File: src/rtl/fsc_pkg.sv
// Package: shared offsets, bit positions and the normalized register byte op
// used by the frame select controller. Assumes a 16-byte register window.
package fsc_pkg;
    localparam int REG_AW      = 4;
    localparam int REG_DW      = 16;
    localparam int BYTE_W      = 8;
    localparam int MODE_FLD_W  = 2;
    localparam int PRIO_BIT    = 7;
    localparam int PALIND_BIT  = 15;
    localparam int VBLANK_BIT  = 15;

    localparam logic [REG_AW-1:0] OFS_MODE_LO  = 4'h1;
    localparam logic [REG_AW-1:0] OFS_MODE_RD  = 4'h0;
    localparam logic [REG_AW-1:0] OFS_FRAME_LO = 4'hB;
    localparam logic [REG_AW-1:0] OFS_STATUS   = 4'hA;

    typedef struct packed {
        logic              valid;
        logic [REG_AW-1:0] addr;
        logic [BYTE_W-1:0] data;
    } byte_op_t;
endpackage

File: src/rtl/fsc_reg_decode.sv
// Module: fsc_reg_decode
// Turns a byte or word register write into a single byte operation and
// decodes it into per-register strobes. A word write is folded onto its odd
// byte (low data byte), which is the only byte the registers implement.
// Assumes: purely combinational, one write per cycle.
module fsc_reg_decode
    import fsc_pkg::*;
(
    input  logic              wr_en,
    input  logic              wr_word,
    input  logic [REG_AW-1:0] wr_addr,
    input  logic [REG_DW-1:0] wr_data,
    output byte_op_t          op,
    output logic              mode_we,
    output logic              frame_we
);
    // Normalize the access width onto one byte op.
    always_comb begin
        op.valid = wr_en;
        op.addr  = wr_word ? {wr_addr[REG_AW-1:1], 1'b1} : wr_addr;
        op.data  = wr_data[BYTE_W-1:0];
    end

    // Decode the byte op into register strobes.
    always_comb begin
        mode_we  = op.valid && (op.addr == OFS_MODE_LO);
        frame_we = op.valid && (op.addr == OFS_FRAME_LO);
    end
endmodule

File: src/rtl/fsc_mode_reg.sv
// Module: fsc_mode_reg
// Holds the writable low byte of the display mode register and raises a
// one-cycle palette-dirty strobe when a write flips the priority bit.
// Assumes: mode_we is a single-cycle strobe from fsc_reg_decode.
module fsc_mode_reg
    import fsc_pkg::*;
(
    input  logic                  clk,
    input  logic                  rst_n,
    input  logic                  mode_we,
    input  logic [BYTE_W-1:0]     wdata,
    output logic [BYTE_W-1:0]     mode_lo,
    output logic [MODE_FLD_W-1:0] mode_field,
    output logic                  pal_dirty
);
    logic [BYTE_W-1:0] mode_q;
    logic              dirty_q;

    // Store the mode byte and flag a priority-bit change.
    always_ff @(posedge clk) begin
        if (!rst_n) begin
            mode_q  <= '0;
            dirty_q <= 1'b0;
        end else begin
            dirty_q <= 1'b0;
            if (mode_we) begin
                mode_q  <= wdata;
                dirty_q <= wdata[PRIO_BIT] ^ mode_q[PRIO_BIT];
            end
        end
    end

    // Expose the register fields.
    always_comb begin
        mode_lo    = mode_q;
        mode_field = mode_q[MODE_FLD_W-1:0];
        pal_dirty  = dirty_q;
    end
endmodule

File: src/rtl/fsc_frame_ctrl.sv
// Module: fsc_frame_ctrl
// Owns the displayed-buffer bit. A request applies at once while blanked or
// with the display off, otherwise it waits for the next vertical-blank rise.
// Assumes: vblank_in is synchronous to clk.
module fsc_frame_ctrl
    import fsc_pkg::*;
(
    input  logic                  clk,
    input  logic                  rst_n,
    input  logic                  frame_we,
    input  logic                  req_bit,
    input  logic                  vblank_in,
    input  logic [MODE_FLD_W-1:0] mode_field,
    output logic                  show_sel,
    output logic                  pend_bit
);
    logic fs_q;
    logic pend_q;
    logic vb_q;
    logic vb_rise;
    logic swap_now;

    // Decide whether a swap can be taken this cycle.
    always_comb begin
        vb_rise  = vblank_in && !vb_q;
        swap_now = vblank_in || (mode_field == '0);
    end

    // Update the displayed bit, the pending request and the blank history.
    always_ff @(posedge clk) begin
        if (!rst_n) begin
            fs_q   <= 1'b0;
            pend_q <= 1'b0;
            vb_q   <= 1'b0;
        end else begin
            vb_q <= vblank_in;
            if (frame_we) begin
                pend_q <= req_bit;
                if (swap_now && (req_bit != fs_q))
                    fs_q <= req_bit;
            end else if (vb_rise && (pend_q != fs_q)) begin
                fs_q <= pend_q;
            end
        end
    end

    // Drive the outputs from state.
    always_comb begin
        show_sel = fs_q;
        pend_bit = pend_q;
    end
endmodule

File: src/rtl/fsc_draw_route.sv
// Module: fsc_draw_route
// Decodes drawing writes that fall in the frame buffer window and raises the
// write enable of the hidden buffer only. Combinational, zero latency.
// Assumes: NBUF buffers indexed by draw_sel.
module fsc_draw_route #(
    parameter int BUS_AW = 16,
    parameter int FB_AW  = 12,
    parameter int DW     = 16,
    parameter int NBUF   = 2,
    parameter logic [BUS_AW-FB_AW-1:0] WIN_TAG = 4'h4
) (
    input  logic                     draw_wr_en,
    input  logic [BUS_AW-1:0]        draw_addr,
    input  logic [DW-1:0]            draw_wdata,
    input  logic [$clog2(NBUF)-1:0]  draw_sel,
    output logic [NBUF-1:0]          fb_we,
    output logic [FB_AW-1:0]         fb_addr,
    output logic [DW-1:0]            fb_wdata
);
    logic hit;

    // Window decode on the upper address bits.
    always_comb hit = draw_wr_en && (draw_addr[BUS_AW-1:FB_AW] == WIN_TAG);

    // One enable per buffer.
    for (genvar g = 0; g < NBUF; g++) begin : g_buf
        always_comb fb_we[g] = hit && (draw_sel == g[$clog2(NBUF)-1:0]);
    end

    // Pass address and data through.
    always_comb begin
        fb_addr  = draw_addr[FB_AW-1:0];
        fb_wdata = draw_wdata;
    end
endmodule

File: src/rtl/fsc_frame_select.sv
// Module: fsc_frame_select (top)
// Double-buffered frame select controller: register port, mode register,
// frame swap control and hidden-buffer write routing.
// Assumes: single clock, synchronous active-low reset, combinational reads.
module fsc_frame_select
    import fsc_pkg::*;
#(
    parameter int BUS_AW = 16,
    parameter int FB_AW  = 12,
    parameter int DW     = 16
) (
    input  logic              clk,
    input  logic              rst_n,
    input  logic              reg_wr_en,
    input  logic              reg_wr_word,
    input  logic [REG_AW-1:0] reg_wr_addr,
    input  logic [REG_DW-1:0] reg_wr_data,
    input  logic [REG_AW-1:0] reg_rd_addr,
    output logic [REG_DW-1:0] reg_rd_data,
    input  logic              vblank_in,
    input  logic              pal_ind_in,
    input  logic              draw_wr_en,
    input  logic [BUS_AW-1:0] draw_addr,
    input  logic [DW-1:0]     draw_wdata,
    output logic [1:0]        fb_we,
    output logic [FB_AW-1:0]  fb_addr,
    output logic [DW-1:0]     fb_wdata,
    output logic              show_sel,
    output logic              draw_sel,
    output logic              pal_dirty
);
    localparam int NBUF = 2;

    byte_op_t              op;
    logic                  mode_we;
    logic                  frame_we;
    logic [BYTE_W-1:0]     mode_lo;
    logic [MODE_FLD_W-1:0] mode_field;
    logic                  pend_bit;

    fsc_reg_decode u_dec (
        .wr_en    (reg_wr_en),
        .wr_word  (reg_wr_word),
        .wr_addr  (reg_wr_addr),
        .wr_data  (reg_wr_data),
        .op       (op),
        .mode_we  (mode_we),
        .frame_we (frame_we)
    );

    fsc_mode_reg u_mode (
        .clk        (clk),
        .rst_n      (rst_n),
        .mode_we    (mode_we),
        .wdata      (op.data),
        .mode_lo    (mode_lo),
        .mode_field (mode_field),
        .pal_dirty  (pal_dirty)
    );

    fsc_frame_ctrl u_frame (
        .clk        (clk),
        .rst_n      (rst_n),
        .frame_we   (frame_we),
        .req_bit    (op.data[0]),
        .vblank_in  (vblank_in),
        .mode_field (mode_field),
        .show_sel   (show_sel),
        .pend_bit   (pend_bit)
    );

    // The drawing side always targets the buffer not on screen.
    always_comb draw_sel = ~show_sel;

    fsc_draw_route #(
        .BUS_AW (BUS_AW),
        .FB_AW  (FB_AW),
        .DW     (DW),
        .NBUF   (NBUF)
    ) u_route (
        .draw_wr_en (draw_wr_en),
        .draw_addr  (draw_addr),
        .draw_wdata (draw_wdata),
        .draw_sel   (draw_sel),
        .fb_we      (fb_we),
        .fb_addr    (fb_addr),
        .fb_wdata   (fb_wdata)
    );

    // Read mux over word offsets.
    always_comb begin
        reg_rd_data = '0;
        if (reg_rd_addr[REG_AW-1:1] == OFS_MODE_RD[REG_AW-1:1]) begin
            reg_rd_data[BYTE_W-1:0] = mode_lo;
            reg_rd_data[PALIND_BIT] = pal_ind_in;
        end else if (reg_rd_addr[REG_AW-1:1] == OFS_STATUS[REG_AW-1:1]) begin
            reg_rd_data[0]          = show_sel;
            reg_rd_data[VBLANK_BIT] = vblank_in;
        end
    end
endmodule

File: config.mk
export PLATFORM = sky130hd
export DESIGN_NAME = fsc_frame_select
export DESIGN_NICKNAME = d
export VERILOG_FILES = /design/src/rtl/fsc_pkg.sv /design/src/rtl/fsc_reg_decode.sv /design/src/rtl/fsc_mode_reg.sv /design/src/rtl/fsc_frame_ctrl.sv /design/src/rtl/fsc_draw_route.sv /design/src/rtl/fsc_frame_select.sv
export SDC_FILE = /design/constraint.sdc
export NUM_CORES = 1
export LEC_CHECK = 0
export ABC_AREA = 1
export BUFFER_PORTS_ARGS = -buffer_cell sky130_fd_sc_hd__buf_2
export CORE_UTILIZATION = 34
export CTS_CLUSTER_SIZE = 16
export DETAILED_ROUTE_END_ITERATION = 8
export GPL_ROUTABILITY_DRIVEN = 1
export PLACE_DENSITY = 0.77
export SLEW_MARGIN = 20
export SYNTH_ARGS = -nofsm -noshare
export SYNTH_HDL_FRONTEND = slang
export SYNTH_SLANG_ARGS = --single-unit
File: constraint.sdc
create_clock -name clk -period 1.1 [get_ports clk]
set_input_delay 0.055 -clock clk [delete_from_list [all_inputs] [get_ports clk]]
set_output_delay 0.055 -clock clk [all_outputs]
set_load 0.02 [all_outputs]
# [Yosys cells after proc, flatten, opt, wreduce, memory -nomap -nowiden]
# Index checks and enable logic that the tools add are counted.
[totals] register_bits=12 inputBits=63 out_inout_bits=49 word_cells=38
[op_classes] n_eq_ne=7 muxes=9 n_bitwise=2 reduce_logical=15
[op_table] operator="$logic_and 1x1->1" n=8
[op_table] operator="$mux 1" n=8
[op_table] operator="$mux 7" n=1
[op_table] operator="$eq 4x1->1 const B" n=1
[op_table] operator="$eq 4x3->1 const B" n=1
[op_table] operator="$eq 4x4->1 const B" n=1
[op_table] operator="$reduce_and 2->1" n=2
[op_table] operator="$eq 3x3->1 const B" n=1
[op_table] operator="$logic_not 3->1" n=1
[op_table] operator="$logic_not 2->1" n=1
[op_table] operator="$ne 1x1->1" n=2
[op_table] operator="$ne 2x1->1 const B" n=1
[op_table] operator="$reduce_bool 2->1" n=1
[op_table] operator="$logic_not 1->1" n=1
[op_table] operator="$logic_or 1x1->1" n=1
[op_table] operator="$not 1->1" n=1
[op_table] operator="$xor 1x1->1" n=1

# [Longest topological paths before layout]
[logic_depth] depth_word=5 ltp_mapped=8 mapped_depth_nobuf=8

# [By module]
# From an unflattened synthesis, not the netlist that was laid out.
[unflattened] cells_unflattened=153 area_unflattened_um2=1023.5
[by_module_without_submodules] mod="fsc_mode_reg" instances=1 cells_each=43 area_each_um2=332.8 seq_area_each_um2=180.2
[by_module_without_submodules] mod="fsc_draw_route" instances=1 cells_each=36 area_each_um2=241.5 seq_area_each_um2=0.0
[by_module_without_submodules] mod="fsc_frame_select" instances=1 cells_each=32 area_each_um2=186.4 seq_area_each_um2=0.0
[by_module_without_submodules] mod="fsc_frame_ctrl" instances=1 cells_each=20 area_each_um2=132.6 seq_area_each_um2=60.1
[by_module_without_submodules] mod="fsc_reg_decode" instances=1 cells_each=22 area_each_um2=130.1 seq_area_each_um2=0.0

# [Worst setup path before layout]
# OpenSTA, ideal clock, no wires.
[synth_timing] kind="register to register" start="register u_frame.fs_q, in the netlist u_frame.show_sel" end="register u_frame.fs_q, in the netlist u_frame.show_sel" setup_time_ns=0.114 t_arrival_ns=1.087 t_required_ns=0.986 setup_slack_ns=-0.101 stages_incl_launch_ff=8 n_path_buf=0 period_less_slack_ns=1.201 cell_sequence="dfxtp_1 inv_2 nand2_2 nand2_1 o21ai_1 nand2_1 nor2_1 nor2_2"
[synth_via] elab_chain_cells=4 word_cells_on_any_way=7 classes_between="3 x eq/ne; 4 x reduce/logical"
[synth_rtl] element="from (decl)" line="fsc_frame_ctrl.sv:17" source="logic fs_q;"
[synth_rtl] element="from (signal assigned)" line="fsc_frame_ctrl.sv:40" source="fs_q <= req_bit;"
[synth_rtl] element="from (signal assigned)" line="fsc_frame_ctrl.sv:42" source="fs_q <= pend_q;"
[synth_rtl] element="$ne 1x1->1, on equally long branches" line="fsc_frame_ctrl.sv:39, fsc_frame_ctrl.sv:41"
[synth_rtl] element="$logic_and 1x1->1, on equally long branches" line="fsc_frame_ctrl.sv:39, fsc_frame_ctrl.sv:41"
[synth_rtl] element="$ne 2x1->1 (no source line) / $reduce_bool 2->1 (equally long branches)"
[synth_rtl] element="$reduce_and 2->1 (no source line) *"
# Mark *: on every way between the ends. The rest lies on a longest branch, timed or not.
# A chain may end at the register's enable or synchronous reset.

# [Worst setup path in the final report]
[layout_timing] start="register u_frame.fs_q, in the netlist u_frame.show_sel" end="output port fb_we[1]"
[layout_via] elab_chain_cells=2
[layout_rtl] element="$not 1->1" line="fsc_frame_select.sv:73" source="always_comb draw_sel = ~show_sel;"
[layout_rtl] element="$logic_and 1x1->1" line="fsc_draw_route.sv:27" source="always_comb fb_we[g] = hit && (draw_sel == g[$clog2(NBUF)-1:0]);"
[layout_rtl] element="to (decl)" line="fsc_frame_select.sv:25" source="output logic [1:0] fb_we,"
# Every way passes these cells.

==> flow_summary.toml <==
[drt]
first_iter_violations = 7
wl_per_cell_um = 9.39
drcViolationCount = 0
drtAntennaViolNets = 0
num_vias = 824
first_pass_iters = 4
avgViaCountPerCell = 4.43
totalWireLength_um = 1750

[worst_setup_path]
r2r-start = "u_frame.show_sel"
rr_worst_depth = 7
cp-end-kind = "output port"
r2r-end = "u_frame.show_sel"
cp_max_fo = 5
reg2reg_slack_ns = 0.05
required_ns = 1.04
start_kind = "flop"
crit_type = "flop to output port"
cp_data_arrival_time_ns = 0.99

[floorplan]
dieHeight_um = 56.4
dieArea_um2 = 3180
ios = 112
std_cell_rows = 19
core-area_um2 = 2780
initial_core_util_pct = 36.2
fp.dieW_um = 56.4

[layout]
layout.nets = 220
seq_area_um2 = 248
drive_gt1_share_pct = 48.4
multi_input_area_um2 = 454
antennaDiodeCount = 0
stdcell_count = 186
syn_to_final_growth_pct = 6.22
num-fill-cells = 306

[global_route]
track_usage_pct = 11.6
grt_max_degree = 17
grt_pass1_vias = 768
grt_pass1_wl_um = 2990
globalRouteOverflowTotal = 0
antenna_found_initial = 0

[logic_synthesis]
yosys.area.top_type_share_pct = 26.9
ys_seq_area_share_pct = 23.9
yosys.area.top_type = "buf_4"
synth_edf_count = 0
synth_flop_cell = "dfxtp_1"
muxShareOfSynthArea_pct = 0
syn_area_per_cell_um2 = 7.13
synth-simple-area-share_pct = 25.1
synth.distinct_cells = 23
synth_top_family_by_area = "buffers and inverters"
synth.ff_latch_count = 12
synthesis.area_um2 = 1010
synthAdderAreaFrac_pct = 0
ys_async_sr_fraction_pct = 0
syn-instance-count = 141
synthTopCellsByCount = "36 x buf_4, 22 x nand2_1, 15 x nor2_1"
synthXorXnorAreaFrac_pct = 0
synth_most_common_cell = "buf_4"
ys_warn_count = 0
synth-compound-area-share_pct = 15.9
synth.area.top_cells = "buf_4 27%, dfxtp_1 24%, nand2_1 8.2%"

[pwr]
leakagePower_uw = 0.000517
power_density_nw_per_um2 = 873
sw_frac_of_total_pct = 29.5
power.share.clock_pct = 28.1
p_int_uw = 658
power_frac_comb_pct = 23.2
switchingPower_uw = 275
seqPwrFrac_pct = 48.7
ir_drop_mv = 0.622

[timing]
fmax_mhz = 953
final_hold_viol_count = 0
clock_skew_ns = 0.00687
setup_slack_ns = 0.0504
slew_viol_final = 0
period_needed_ns = 1.05
finalSetupViolCount = 0
period_share_pct = 95.4

[run]
maxCapViolations = 0

[clock_tree]
path_clk_slew_ns = 0.08
clkSinkCount = 12
cts_tree = "built"
cts_buffer_depth = 2
root_buffer = "clkbuf_4"
cts_buffers = 3
clkLatencyLatePin_ns = 0.27
ctsHtreeMaxLevel = 1

[min_path]
min-delay-start = "vblank_in"
min_to = "u_frame.vb_q"
hold_class = "input pin to flop"
whs_path_depth = 3

[placed_design]
dp_cells = 181
globalplace.congestion = 0.693
place_ws_ns = 0.0610
post-dp-hpwl_um = 1330
io_buffers = 39

[run_status]
status = "completed"
[metrics by stage]
step / cell area [µm²] / setup TNS (ns) / total power (µW) / hold WS [ns] / utilization, %
2_1_floorplan: 1030 / 0 / 763 / 0.148 / -
3_3_place_gp: 990 / 0 / 666 / 0.110 / 35.6
3_5_place_dp: 990 / 0 / 669 / 0.110 / 35.6
4_1_cts: 1040 / 0 / 944 / 0.0193 / 37.6
5_1_grt: 1070 / -0.0162 / 1000 / 0.0184 / 38.4
6_report: 1070 / 0 / 933 / 0.0259 / 38.4
[kinds of logic after synthesis]
family / Yosys count
buffers and inverters: 55
and+or+nand+nor: 50
AOI/OAI and AO/OA: 23
DFF: 12
other: 1
[metal layers]
metal / global-route usage (%) / up-vias / wire [µm]
met5: 0 / - / 0
met4: 5.57 / 0 / 0
met3: 3.46 / 0 / 133
met2: 21.1 / 34 / 900
met1: 12.2 / 365 / 713
li1: - / 425 / -
[critical path, stage by stage (launching register included)]
cell     delay (ns)
dfxtp_4        0.36
buf_6          0.12
nor2_1         0.08
buf_2          0.16
[state kept, by name (all words and copies together) (netlist names)]
signal,cells
u_mode.pal_dirty,1
u_frame.pend_bit,1
u_frame.vb_q,1
u_frame.show_sel,1
u_mode.mode_lo,8
[cell type report]
| type | instances | share of cell area (%) |
|---|---|---|
| clock buffer | 3 | 2.11 |
| inverter | 18 | 6.56 |
| multi-input combinational | 80 | 42.5 |
| sequential | 12 | 23.2 |
| tap | 31 | 3.63 |
| timing repair buffer | 42 | 22.0 |
[what timing repair did]
action / in CTS / in global routing
hold endpoints to repair: 1 / 0
resized for setup: 4 / 10
setup endpoints to repair: 1 / 5
pin swaps: 0 / 5
hold buffers: 1 / 0
buffers inserted: 1 / 0
[placed cells by master (no fill, tap or decap)]
cell type      Yosys  final
buf_2              0     36
nand2_1           22     20
nor2_1            15     15
inv_1             13     13
o21ai_1            9      8
a21oi_2            8      8
dfxtp_1           12      8
conb_1             1      7
inv_2              5      4
nand3_1            4      4
nor2_2             3      3
nand2_2            1      3
clkbuf_4           0      3
buf_4             36      3
dfxtp_2            0      3
o21ai_2            1      2
o21ai_0            2      2
buf_6              1      2
inv_4              0      1
nor3_1             1      1
o22ai_2            0      1
nand2_4            1      1
nand4_4            1      1
a211oi_2           1      1
nor2_4             1      1
nand3b_4           1      1
a21boi_1           1      1
dlygate4sd3_1      0      1
dfxtp_4            0      1
[worst max path at each step]
stage,start,to,slack (ns),cells past startpoint
after floorplan,u_frame.show_sel,u_frame.show_sel,0.03,7
after global placement,reg_wr_addr[1],u_mode.mode_lo[1],0.08,5
after detailed placement,reg_wr_addr[1],u_mode.mode_lo[1],0.06,5
after CTS,u_frame.show_sel,reg_rd_data[0],0.009,3
after global routing,u_frame.show_sel,u_frame.show_sel,-0.02,7
final,u_frame.show_sel,fb_we[1],0.05,3
[power groups by stage]
stage	combinational (µW)	clock (µW)	sequential [µW]
finish	216	262	454
CTS	213	279	452
global route	241	307	456
global placement	200	0	465
detailed placement	203	0	466
floorplan	297	0	467
Note: power is estimated with default switching activity, not from simulation.
